### src/rtl/midist_pkg.sv
package midist_pkg;
  localparam int ID_W        = 10;
  localparam int PRIO_W      = 4;
  localparam int NUM_SOFT    = 16;
  localparam int ID_TIMER    = 29;
  localparam int ID_WDOG     = 30;
  localparam int SHARED_BASE = 32;
  localparam logic [ID_W-1:0] ID_NONE = 10'd1023;

  typedef enum logic [1:0] {
    REG_ENABLE = 2'd0,
    REG_PRIO   = 2'd1,
    REG_ROUTE  = 2'd2,
    REG_SOFT   = 2'd3
  } reg_sel_e;

  typedef enum logic [1:0] {
    SOFT_LIST   = 2'd0,
    SOFT_OTHERS = 2'd1,
    SOFT_SELF   = 2'd2,
    SOFT_NONE   = 2'd3
  } soft_mode_e;
endpackage

### src/rtl/midist_route.sv
module midist_route
  import midist_pkg::*;
#(
  parameter int NCPU    = 4,
  parameter int NSHARED = 8,
  localparam int CW     = (NCPU > 1) ? $clog2(NCPU) : 1,
  localparam int SW     = (NSHARED > 1) ? $clog2(NSHARED) : 1
) (
  input  logic                        clk,
  input  logic                        rst_n,
  input  logic                        cfg_we,
  input  logic [1:0]                  cfg_addr,
  input  logic [31:0]                 cfg_wdata,
  input  logic [CW-1:0]               cfg_cpu,
  input  logic [NSHARED-1:0]          shared_in,
  output logic [NCPU*NSHARED-1:0]     shared_cpu,
  output logic [NCPU*NUM_SOFT-1:0]    soft_set
);
  localparam logic [ID_W-1:0] LO = ID_W'(SHARED_BASE);
  localparam logic [ID_W-1:0] HI = ID_W'(SHARED_BASE + NSHARED);

  logic [NCPU-1:0] route_q [NSHARED];
  logic [NCPU-1:0] route_d [NSHARED];
  logic [ID_W-1:0] wid, off;
  logic            route_hit, soft_hit;
  logic [NCPU-1:0] self_m, tgt;
  soft_mode_e      mode;

  assign wid       = cfg_wdata[ID_W-1:0];
  assign off       = wid - LO;
  assign route_hit = cfg_we && (cfg_addr == REG_ROUTE) && (wid >= LO) && (wid < HI);
  assign soft_hit  = cfg_we && (cfg_addr == REG_SOFT);
  assign mode      = soft_mode_e'(cfg_wdata[17:16]);
  assign self_m    = NCPU'(1) << cfg_cpu;

  always_comb begin
    route_d = route_q;
    if (route_hit) route_d[off[SW-1:0]] = cfg_wdata[16 +: NCPU];
  end

  always_ff @(posedge clk or negedge rst_n) begin
    if (!rst_n) begin
      for (int s = 0; s < NSHARED; s++) route_q[s] <= '0;
    end else if (route_hit) begin
      route_q <= route_d;
    end
  end

  for (genvar c = 0; c < NCPU; c++) begin : g_cpu
    for (genvar s = 0; s < NSHARED; s++) begin : g_line
      assign shared_cpu[c*NSHARED+s] = shared_in[s] & route_q[s][c];
    end
  end

  always_comb begin
    case (mode)
      SOFT_LIST:   tgt = cfg_wdata[24 +: NCPU];
      SOFT_OTHERS: tgt = ~self_m;
      SOFT_SELF:   tgt = self_m;
      default:     tgt = '0;
    endcase
    soft_set = '0;
    if (soft_hit) begin
      for (int c = 0; c < NCPU; c++)
        if (tgt[c]) soft_set[c*NUM_SOFT + int'(cfg_wdata[3:0])] = 1'b1;
    end
  end

  // a self-targeted write raises exactly one pending bit
  a_r6_self_single: assert property (@(posedge clk) disable iff (!rst_n)
    (soft_hit && cfg_wdata[17:16] == 2'd2) |-> $countones(soft_set) == 1);
  // an all-but-self write reaches every other CPU
  a_r6_others_count: assert property (@(posedge clk) disable iff (!rst_n)
    (soft_hit && cfg_wdata[17:16] == 2'd1) |-> $countones(soft_set) == NCPU - 1);
  // mode 3 reaches nobody
  a_r6_none_silent: assert property (@(posedge clk) disable iff (!rst_n)
    (soft_hit && cfg_wdata[17:16] == 2'd3) |-> soft_set == '0);
endmodule

### src/rtl/midist_cpu.sv
module midist_cpu
  import midist_pkg::*;
#(
  parameter int NSHARED = 8,
  localparam int NID    = SHARED_BASE + NSHARED,
  localparam int IW     = $clog2(NID)
) (
  input  logic                 clk,
  input  logic                 rst_n,
  input  logic                 cfg_we,
  input  logic [1:0]           cfg_addr,
  input  logic [31:0]          cfg_wdata,
  input  logic [NUM_SOFT-1:0]  soft_set,
  input  logic                 timer_irq,
  input  logic                 wdog_irq,
  input  logic [NSHARED-1:0]   shared_lines,
  input  logic                 ack,
  input  logic                 eoi,
  input  logic [ID_W-1:0]      eoi_id,
  output logic                 irq_req,
  output logic [ID_W-1:0]      ack_id
);
  logic [NID-1:0]      en_q, en_d, act_q, act_d, line, cand;
  logic [NUM_SOFT-1:0] soft_q, soft_d;
  logic [PRIO_W-1:0]   prio_q [NID];
  logic [PRIO_W-1:0]   prio_d [NID];
  logic [ID_W-1:0]     ack_id_q, ack_id_d;
  logic [PRIO_W:0]     run_prio, best_prio;
  logic [IW-1:0]       best_id, widx, eidx;
  logic                found, wid_ok, eoi_ok;

  assign widx   = cfg_wdata[IW-1:0];
  assign wid_ok = cfg_wdata[ID_W-1:0] < ID_W'(NID);
  assign eidx   = eoi_id[IW-1:0];
  assign eoi_ok = eoi && (eoi_id < ID_W'(NID));

  always_comb begin
    line = '0;
    line[NUM_SOFT-1:0]           = soft_q;
    line[ID_TIMER]               = timer_irq;
    line[ID_WDOG]                = wdog_irq;
    line[NID-1:SHARED_BASE]      = shared_lines;
  end
  assign cand = line & ~act_q & en_q;

  // running priority: most urgent taken interrupt, 16 when idle
  always_comb begin
    run_prio = 5'd16;
    for (int i = 0; i < NID; i++)
      if (act_q[i] && ({1'b0, prio_q[i]} < run_prio)) run_prio = {1'b0, prio_q[i]};
  end

  // winner: strictly beats running priority; ascending scan keeps lower ID on ties
  always_comb begin
    best_prio = run_prio;
    best_id   = '0;
    found     = 1'b0;
    for (int i = 0; i < NID; i++) begin
      if (cand[i] && ({1'b0, prio_q[i]} < best_prio)) begin
        best_prio = {1'b0, prio_q[i]};
        best_id   = IW'(i);
        found     = 1'b1;
      end
    end
  end
  assign irq_req = found;
  assign ack_id  = ack_id_q;

  always_comb begin
    act_d    = act_q;
    soft_d   = soft_q;
    ack_id_d = ack_id_q;
    en_d     = en_q;
    prio_d   = prio_q;
    if (eoi_ok) act_d[eidx] = 1'b0;
    if (ack) begin
      if (found) begin
        act_d[best_id] = 1'b1;
        ack_id_d       = ID_W'(best_id);
        if (best_id < IW'(NUM_SOFT)) soft_d[best_id[3:0]] = 1'b0;
      end else begin
        ack_id_d = ID_NONE;
      end
    end
    soft_d = soft_d | soft_set;
    if (cfg_we && wid_ok) begin
      case (cfg_addr)
        REG_ENABLE: en_d[widx]   = cfg_wdata[16];
        REG_PRIO:   prio_d[widx] = cfg_wdata[19:16];
        default: ;
      endcase
    end
  end

  always_ff @(posedge clk or negedge rst_n) begin
    if (!rst_n) begin
      act_q    <= '0;
      soft_q   <= '0;
      en_q     <= '0;
      ack_id_q <= ID_NONE;
      for (int i = 0; i < NID; i++) prio_q[i] <= '0;
    end else begin
      act_q  <= act_d;
      soft_q <= soft_d;
      if (ack) ack_id_q <= ack_id_d;
      if (cfg_we) begin
        en_q   <= en_d;
        prio_q <= prio_d;
      end
    end
  end

  // nothing qualifying gives the spurious ID
  a_r8_spurious: assert property (@(posedge clk) disable iff (!rst_n)
    (ack && !irq_req) |=> ack_id == ID_NONE);
  // a granted ID is reported and becomes taken
  a_r8_grant_taken: assert property (@(posedge clk) disable iff (!rst_n)
    (ack && irq_req) |=> (act_q[$past(best_id)] && ack_id == ID_W'($past(best_id))));
  // each grant makes the running priority strictly more urgent
  a_r9_preempt_raises: assert property (@(posedge clk) disable iff (!rst_n)
    (ack && irq_req && !cfg_we) |=> run_prio < $past(run_prio));
  // end of interrupt releases the ID
  a_r10_eoi_release: assert property (@(posedge clk) disable iff (!rst_n)
    (eoi_ok && !(ack && irq_req)) |=> !act_q[$past(eidx)]);
endmodule

### src/rtl/midist_top.sv
module midist_top
  import midist_pkg::*;
#(
  parameter int NCPU    = 4,
  parameter int NSHARED = 8,
  localparam int CW     = (NCPU > 1) ? $clog2(NCPU) : 1
) (
  input  logic                   clk,
  input  logic                   rst_n,
  input  logic                   cfg_we,
  input  logic [CW-1:0]          cfg_cpu,
  input  logic [1:0]             cfg_addr,
  input  logic [31:0]            cfg_wdata,
  input  logic [NSHARED-1:0]     shared_in,
  input  logic [NCPU-1:0]        timer_irq,
  input  logic [NCPU-1:0]        wdog_irq,
  input  logic [NCPU-1:0]        fiq_in,
  input  logic [NCPU-1:0]        cpu_ack,
  input  logic [NCPU-1:0]        cpu_eoi,
  input  logic [NCPU*ID_W-1:0]   cpu_eoi_id,
  output logic [NCPU-1:0]        cpu_irq,
  output logic [NCPU*ID_W-1:0]   cpu_ack_id,
  output logic [NCPU-1:0]        fiq_out
);
  logic [1:0]                 rst_sync;
  logic                       rst_int_n;
  logic [NCPU*NSHARED-1:0]    shared_cpu;
  logic [NCPU*NUM_SOFT-1:0]   soft_set;

  always_ff @(posedge clk or negedge rst_n) begin
    if (!rst_n) rst_sync <= '0;
    else        rst_sync <= {rst_sync[0], 1'b1};
  end
  assign rst_int_n = rst_sync[1];

  assign fiq_out = fiq_in;

  midist_route #(.NCPU(NCPU), .NSHARED(NSHARED)) u_route (
    .clk        (clk),
    .rst_n      (rst_int_n),
    .cfg_we     (cfg_we),
    .cfg_addr   (cfg_addr),
    .cfg_wdata  (cfg_wdata),
    .cfg_cpu    (cfg_cpu),
    .shared_in  (shared_in),
    .shared_cpu (shared_cpu),
    .soft_set   (soft_set)
  );

  for (genvar c = 0; c < NCPU; c++) begin : g_cpu
    midist_cpu #(.NSHARED(NSHARED)) u_cpu (
      .clk          (clk),
      .rst_n        (rst_int_n),
      .cfg_we       (cfg_we && (cfg_cpu == CW'(c))),
      .cfg_addr     (cfg_addr),
      .cfg_wdata    (cfg_wdata),
      .soft_set     (soft_set[c*NUM_SOFT +: NUM_SOFT]),
      .timer_irq    (timer_irq[c]),
      .wdog_irq     (wdog_irq[c]),
      .shared_lines (shared_cpu[c*NSHARED +: NSHARED]),
      .ack          (cpu_ack[c]),
      .eoi          (cpu_eoi[c]),
      .eoi_id       (cpu_eoi_id[c*ID_W +: ID_W]),
      .irq_req      (cpu_irq[c]),
      .ack_id       (cpu_ack_id[c*ID_W +: ID_W])
    );
  end

  // fast-interrupt pass-through tracks its input
  a_r11_fiq_pass: assert property (@(posedge clk) disable iff (!rst_int_n)
    fiq_out == fiq_in);
endmodule

### config.mk
export PLATFORM = sky130hd
export DESIGN_NAME = midist_top
export DESIGN_NICKNAME = d
export VERILOG_FILES = /design/src/rtl/midist_pkg.sv /design/src/rtl/midist_route.sv /design/src/rtl/midist_cpu.sv /design/src/rtl/midist_top.sv
export SDC_FILE = /design/constraint.sdc
export NUM_CORES = 2
export LEC_CHECK = 0
export ABC_AREA = 1
export BUFFER_PORTS_ARGS = -buffer_cell sky130_fd_sc_hd__buf_2
export CAP_MARGIN = 10
export CORE_MARGIN = 10
export CORE_UTILIZATION = 30
export CTS_BUF_LIST = sky130_fd_sc_hd__clkbuf_16
export DETAILED_ROUTE_END_ITERATION = 7
export GPL_ROUTABILITY_DRIVEN = 0
export PLACE_DENSITY_LB_ADDON = 0.25
export SETUP_SLACK_MARGIN = 0.2
export SLEW_MARGIN = 20
export SYNTH_ARGS = -nofsm -noshare
export SYNTH_HDL_FRONTEND = slang
export SYNTH_SLANG_ARGS = --single-unit
### constraint.sdc
create_clock -name clk -period 226.5 [get_ports clk]
set_input_delay 33.975 -clock clk [delete_from_list [all_inputs] [get_ports clk]]
set_output_delay 33.975 -clock clk [all_outputs]
set_load 0.005 [all_outputs]
==> metrics.txt <==
# TYPE chip_impl_metric gauge
chip_impl_info{name="status",value="finished, final reports clean"} 1
chip_impl_info{name="rsz0062_at_grt",value="no"} 1
chip_impl_metric{name="synth_warnings",unit=""} 0
chip_impl_metric{name="boundaryPins",unit=""} 155
chip_impl_metric{name="worst_ep_arrival_time",unit="ns"} 73.48
chip_impl_metric{name="layout-drive-gt1-share",unit="%"} 20.78
chip_impl_metric{name="initial_utilization",unit="%"} 30.15
chip_impl_metric{name="post-dp-hpwl",unit="um"} 239700
chip_impl_metric{name="cts-htree-levels",unit=""} 4
chip_impl_metric{name="die_width",unit="um"} 579.9
chip_impl_metric{name="clk_pin_slew_worst_paths",unit="ns"} 0.06
chip_impl_metric{name="postSynthAreaPerCell",unit="um^2"} 6.712
chip_impl_metric{name="via_count",unit=""} 87790
chip_impl_metric{name="final_period_minus_worst_setup_slack",unit="ns"} 107.46
chip_impl_info{name="critPathCaptureType",value="primary output"} 1
chip_impl_metric{name="post_cts_resized",unit=""} 0
chip_impl_metric{name="global_route_wire_length_before_repair",unit="um"} 481800
chip_impl_metric{name="critical_path_required",unit="ns"} 192.52
chip_impl_metric{name="delay_of_the_slowest_cell_on_the_worst_path",unit="ns"} 0.70
chip_impl_metric{name="tritoncts.num_buffers",unit=""} 143
chip_impl_metric{name="drt_first_iter_violations",unit=""} 6114
chip_impl_metric{name="synth.net_count",unit=""} 14480
chip_impl_metric{name="post_synth_num_cell_types",unit=""} 88
chip_impl_metric{name="track_usage",unit="%"} 17.72
chip_impl_metric{name="slew_headroom",unit="%"} 31.31
chip_impl_metric{name="setup-violations-final",unit=""} 0
chip_impl_metric{name="maximum_fanout_count_along_the_critical_path",unit=""} 14
chip_impl_metric{name="count_of_tritonroute_iterations_in_the_first_routing_pass",unit=""} 6
chip_impl_metric{name="numPortBuffers",unit=""} 132
chip_impl_info{name="cts_tree",value="yes"} 1
chip_impl_metric{name="die_height",unit="um"} 579.9
chip_impl_metric{name="area_growth",unit="%"} 10.70
chip_impl_metric{name="summed_negative_setup_slack_over_all_endpoints",unit="ns"} 0
chip_impl_metric{name="final_min_period_over_clock_period",unit="%"} 47.44
chip_impl_metric{name="clkLatencyLatePin",unit="ns"} 0.85
chip_impl_metric{name="post_cts_buffers",unit=""} 0
chip_impl_info{name="cts_root_cell",value="sky130_fd_sc_hd__clkbuf_16"} 1
chip_impl_metric{name="hold_viol",unit=""} 0
chip_impl_metric{name="layout.filler_cells",unit=""} 34280
chip_impl_metric{name="placement_rows",unit=""} 205
chip_impl_metric{name="cap_viol_max_count",unit=""} 0
chip_impl_metric{name="cts_hold_buf",unit=""} 0
chip_impl_metric{name="slew_viol_final",unit=""} 0
chip_impl_metric{name="setup.reg_to_reg.worst_slack",unit="ns"} 153.11
chip_impl_metric{name="grt_antenna_before_repair",unit=""} 36
chip_impl_metric{name="antenna_violating_nets_post_route",unit=""} 0
chip_impl_metric{name="route.detailed.vias_per_inst",unit=""} 4.759
chip_impl_metric{name="tightest_slew",unit="ns"} 1.028
chip_impl_metric{name="clock_path_buffers",unit=""} 4
chip_impl_metric{name="synth_seq_cells",unit=""} 1030
chip_impl_metric{name="grt_remaining_overflow",unit=""} 0
chip_impl_metric{name="numClockSinks",unit=""} 1030
chip_impl_metric{name="drt-wirelength-per-cell",unit="um"} 16.77
chip_impl_metric{name="synth_edf_count",unit=""} 0
chip_impl_info{name="slowest_stage",value="sky130_fd_sc_hd__nor4_1"} 1
chip_impl_metric{name="asyncSetResetFlopFracSynth",unit="%"} 100.0
chip_impl_metric{name="fmaxAchievable",unit="MHz"} 9.306
chip_impl_metric{name="netlist_area",unit="um^2"} 94050
chip_impl_metric{name="placeableCoreArea",unit="um^2"} 311900
chip_impl_info{name="min_path_type",value="register to asynchronous set/reset pin"} 1
chip_impl_metric{name="final.setup_skew",unit="ns"} 0.06472
chip_impl_info{name="category_of_the_most_critical_setup_path",value="register to primary output"} 1
chip_impl_metric{name="synthesis.instances",unit=""} 14010
chip_impl_metric{name="pin_count_of_the_biggest_net_entering_global_routing",unit=""} 147
chip_impl_info{name="timing.critical_path.mode_cell",value="sky130_fd_sc_hd__ha_1"} 1
chip_impl_metric{name="detail_route.wirelength",unit="um"} 309400
chip_impl_metric{name="nets",unit=""} 14640
chip_impl_metric{name="grt_pass1_vias",unit=""} 82870
chip_impl_info{name="crit_path_start_kind",value="register"} 1
chip_impl_metric{name="drc",unit=""} 0
chip_impl_metric{name="ys_seq_area_share",unit="%"} 27.44
chip_impl_metric{name="floorplan.die_area",unit="um^2"} 336300
chip_impl_info{name="ys_dominant_reg_cell",value="sky130_fd_sc_hd__dfrtp_1"} 1
==> routing by layer <==
layer	wire [um]	vias to the layer above	GRT usage, %	share of wire, %
met4	11780	10	6.332	3.8
met2	136700	1526	28.48	44
li1	-	45650	-	-
met3	14280	394	2.242	4.6
met1	146600	40210	24.33	47
met5	65	-	0	0.021
==> final cells by class <==
| type | count | area, um^2 | share of cell area (%) |
|---|---|---|---|
| multi-input cells | 10780 | 59430 | 57.08 |
| well taps | 4140 | 5180 | 4.975 |
| inverters | 2017 | 7853 | 7.542 |
| flip-flops and latches | 1030 | 25810 | 24.79 |
| repair buffers | 201 | 1204 | 1.156 |
| clock inverters | 106 | 944.7 | 0.9073 |
| diodes | 27 | 67.56 | 0.06489 |
| clock buffers | 145 | 3628 | 3.485 |
==> worst paths after layout <==
path | startpoint | to | cells after the start
max | g_cpu[3].u_cpu.act_q[0] | cpu_irq[3] | 487
min | rst_sync[1] | g_cpu[1].u_cpu.prio_q[107] | 0
max reg2reg | g_cpu[3].u_cpu.act_q[0] | g_cpu[3].u_cpu.ack_id[4] | 488
min reg2reg | rst_sync[1] | g_cpu[1].u_cpu.prio_q[107] | 0
max in group asynchronous | rst_n | rst_sync[1] | 1
min in group clk | rst_sync[0] | rst_sync[1] | 0
==> per-stage QoR <==
step,setup slack (ns),instances,utilization (%),hold slack [ns],area [um^2]
4_1_cts,118.47,18420,33.36,0.3343,104000
5_1_grt,111.28,18440,33.37,0.3574,104100
3_5_place_dp,119.63,18170,31.89,0.3373,99470
2_1_floorplan,129.46,14010,-,0.3312,94050
3_3_place_gp,120.02,18170,31.89,0.3331,99470
6_report,119.04,18450,33.38,0.3095,104100
==> synth_stat cells (27+ instances only) <==
master | instances | share of area [%]
sky130_fd_sc_hd__clkinv_2 | 31 | 0.16
sky130_fd_sc_hd__nor2_1 | 438 | 1.7
sky130_fd_sc_hd__dfstp_2 | 28 | 0.78
sky130_fd_sc_hd__clkinv_1 | 61 | 0.24
sky130_fd_sc_hd__nand3_1 | 1805 | 9.6
sky130_fd_sc_hd__dfrtp_1 | 1002 | 27
sky130_fd_sc_hd__a21boi_1 | 59 | 0.47
sky130_fd_sc_hd__o21ai_1 | 133 | 0.71
sky130_fd_sc_hd__o21bai_1 | 32 | 0.26
sky130_fd_sc_hd__inv_1 | 1626 | 6.5
sky130_fd_sc_hd__nor2_4 | 109 | 1.3
sky130_fd_sc_hd__nand2_1 | 4065 | 16
sky130_fd_sc_hd__a21boi_2 | 52 | 0.62
sky130_fd_sc_hd__ha_1 | 356 | 4.7
sky130_fd_sc_hd__nor3_1 | 42 | 0.22
sky130_fd_sc_hd__inv_2 | 261 | 1.0
sky130_fd_sc_hd__a21oi_1 | 223 | 1.2
sky130_fd_sc_hd__a21oi_4 | 98 | 1.7
sky130_fd_sc_hd__a21oi_2 | 131 | 1.2
sky130_fd_sc_hd__a31oi_1 | 38 | 0.25
sky130_fd_sc_hd__nand4_1 | 104 | 0.69
sky130_fd_sc_hd__o21ai_2 | 28 | 0.26
sky130_fd_sc_hd__a21boi_0 | 32 | 0.26
sky130_fd_sc_hd__clkbuf_1 | 111 | 0.44
sky130_fd_sc_hd__buf_4 | 27 | 0.22
sky130_fd_sc_hd__nor2_2 | 268 | 1.8
sky130_fd_sc_hd__o21ai_0 | 1205 | 6.4
sky130_fd_sc_hd__nand2_4 | 291 | 3.5
sky130_fd_sc_hd__nand3_2 | 150 | 1.6
sky130_fd_sc_hd__nand2_2 | 937 | 6.2
==> sequential cells by signal, summed over array words and instances (netlist names) <==
register / cells
g_cpu.u_cpu.soft_q: 64
g_cpu.u_cpu.ack_id: 28
g_cpu.u_cpu.prio_q: 640
g_cpu.u_cpu.en_q: 104
g_cpu.u_cpu.act_q: 160
u_route.route_q: 32
rst_sync: 2
==> worst max-delay path, delay by kind of cell, from the launching register on <==
kind	cells	cell delay (ns)
AO/OA/AOI/OAI	129	27.20
AND/OR/NAND/NOR	216	21.81
adder cells (fa/ha/maj)	65	18.31
buffers and inverters	77	4.48
flip-flops	1	0.57
==> cells by family after synthesis <==
group	after synthesis	synth area share (%)
simple gates	8306	44.04
compound gates	2117	14.21
buf+inv	2202	9.572
flops	1030	27.44
fa+ha+maj	356	4.736
other cells	1	0.003987
==> cell usage in the layout, fill, tap and decap left out, types with 32 or more instances in the layout <==
| master | n |
|---|---|
| sky130_fd_sc_hd__a21boi_0 | 32 |
| sky130_fd_sc_hd__nor2_2 | 290 |
| sky130_fd_sc_hd__nand2_4 | 291 |
| sky130_fd_sc_hd__a21oi_1 | 223 |
| sky130_fd_sc_hd__a21oi_4 | 98 |
| sky130_fd_sc_hd__clkbuf_16 | 145 |
| sky130_fd_sc_hd__clkinv_1 | 79 |
| sky130_fd_sc_hd__a21boi_1 | 59 |
| sky130_fd_sc_hd__o21ai_1 | 133 |
| sky130_fd_sc_hd__nor3_1 | 38 |
| sky130_fd_sc_hd__dfrtp_1 | 1001 |
| sky130_fd_sc_hd__nand4_1 | 104 |
| sky130_fd_sc_hd__nor2_1 | 403 |
| sky130_fd_sc_hd__nor2_4 | 122 |
| sky130_fd_sc_hd__clkinv_2 | 57 |
| sky130_fd_sc_hd__nand2_2 | 937 |
| sky130_fd_sc_hd__buf_2 | 132 |
| sky130_fd_sc_hd__o21bai_1 | 32 |
| sky130_fd_sc_hd__buf_4 | 67 |
| sky130_fd_sc_hd__o21ai_0 | 1205 |
| sky130_fd_sc_hd__a21oi_2 | 131 |
| sky130_fd_sc_hd__nand3_1 | 1805 |
| sky130_fd_sc_hd__nand3_2 | 150 |
| sky130_fd_sc_hd__nand2_1 | 4065 |
| sky130_fd_sc_hd__a21boi_2 | 52 |
| sky130_fd_sc_hd__inv_1 | 1638 |
| sky130_fd_sc_hd__a31oi_1 | 38 |
| sky130_fd_sc_hd__ha_1 | 356 |
| sky130_fd_sc_hd__inv_2 | 261 |
Power is not shown: default switching activity piles up to over one toggle a cycle in this logic, so the estimate is an artifact.
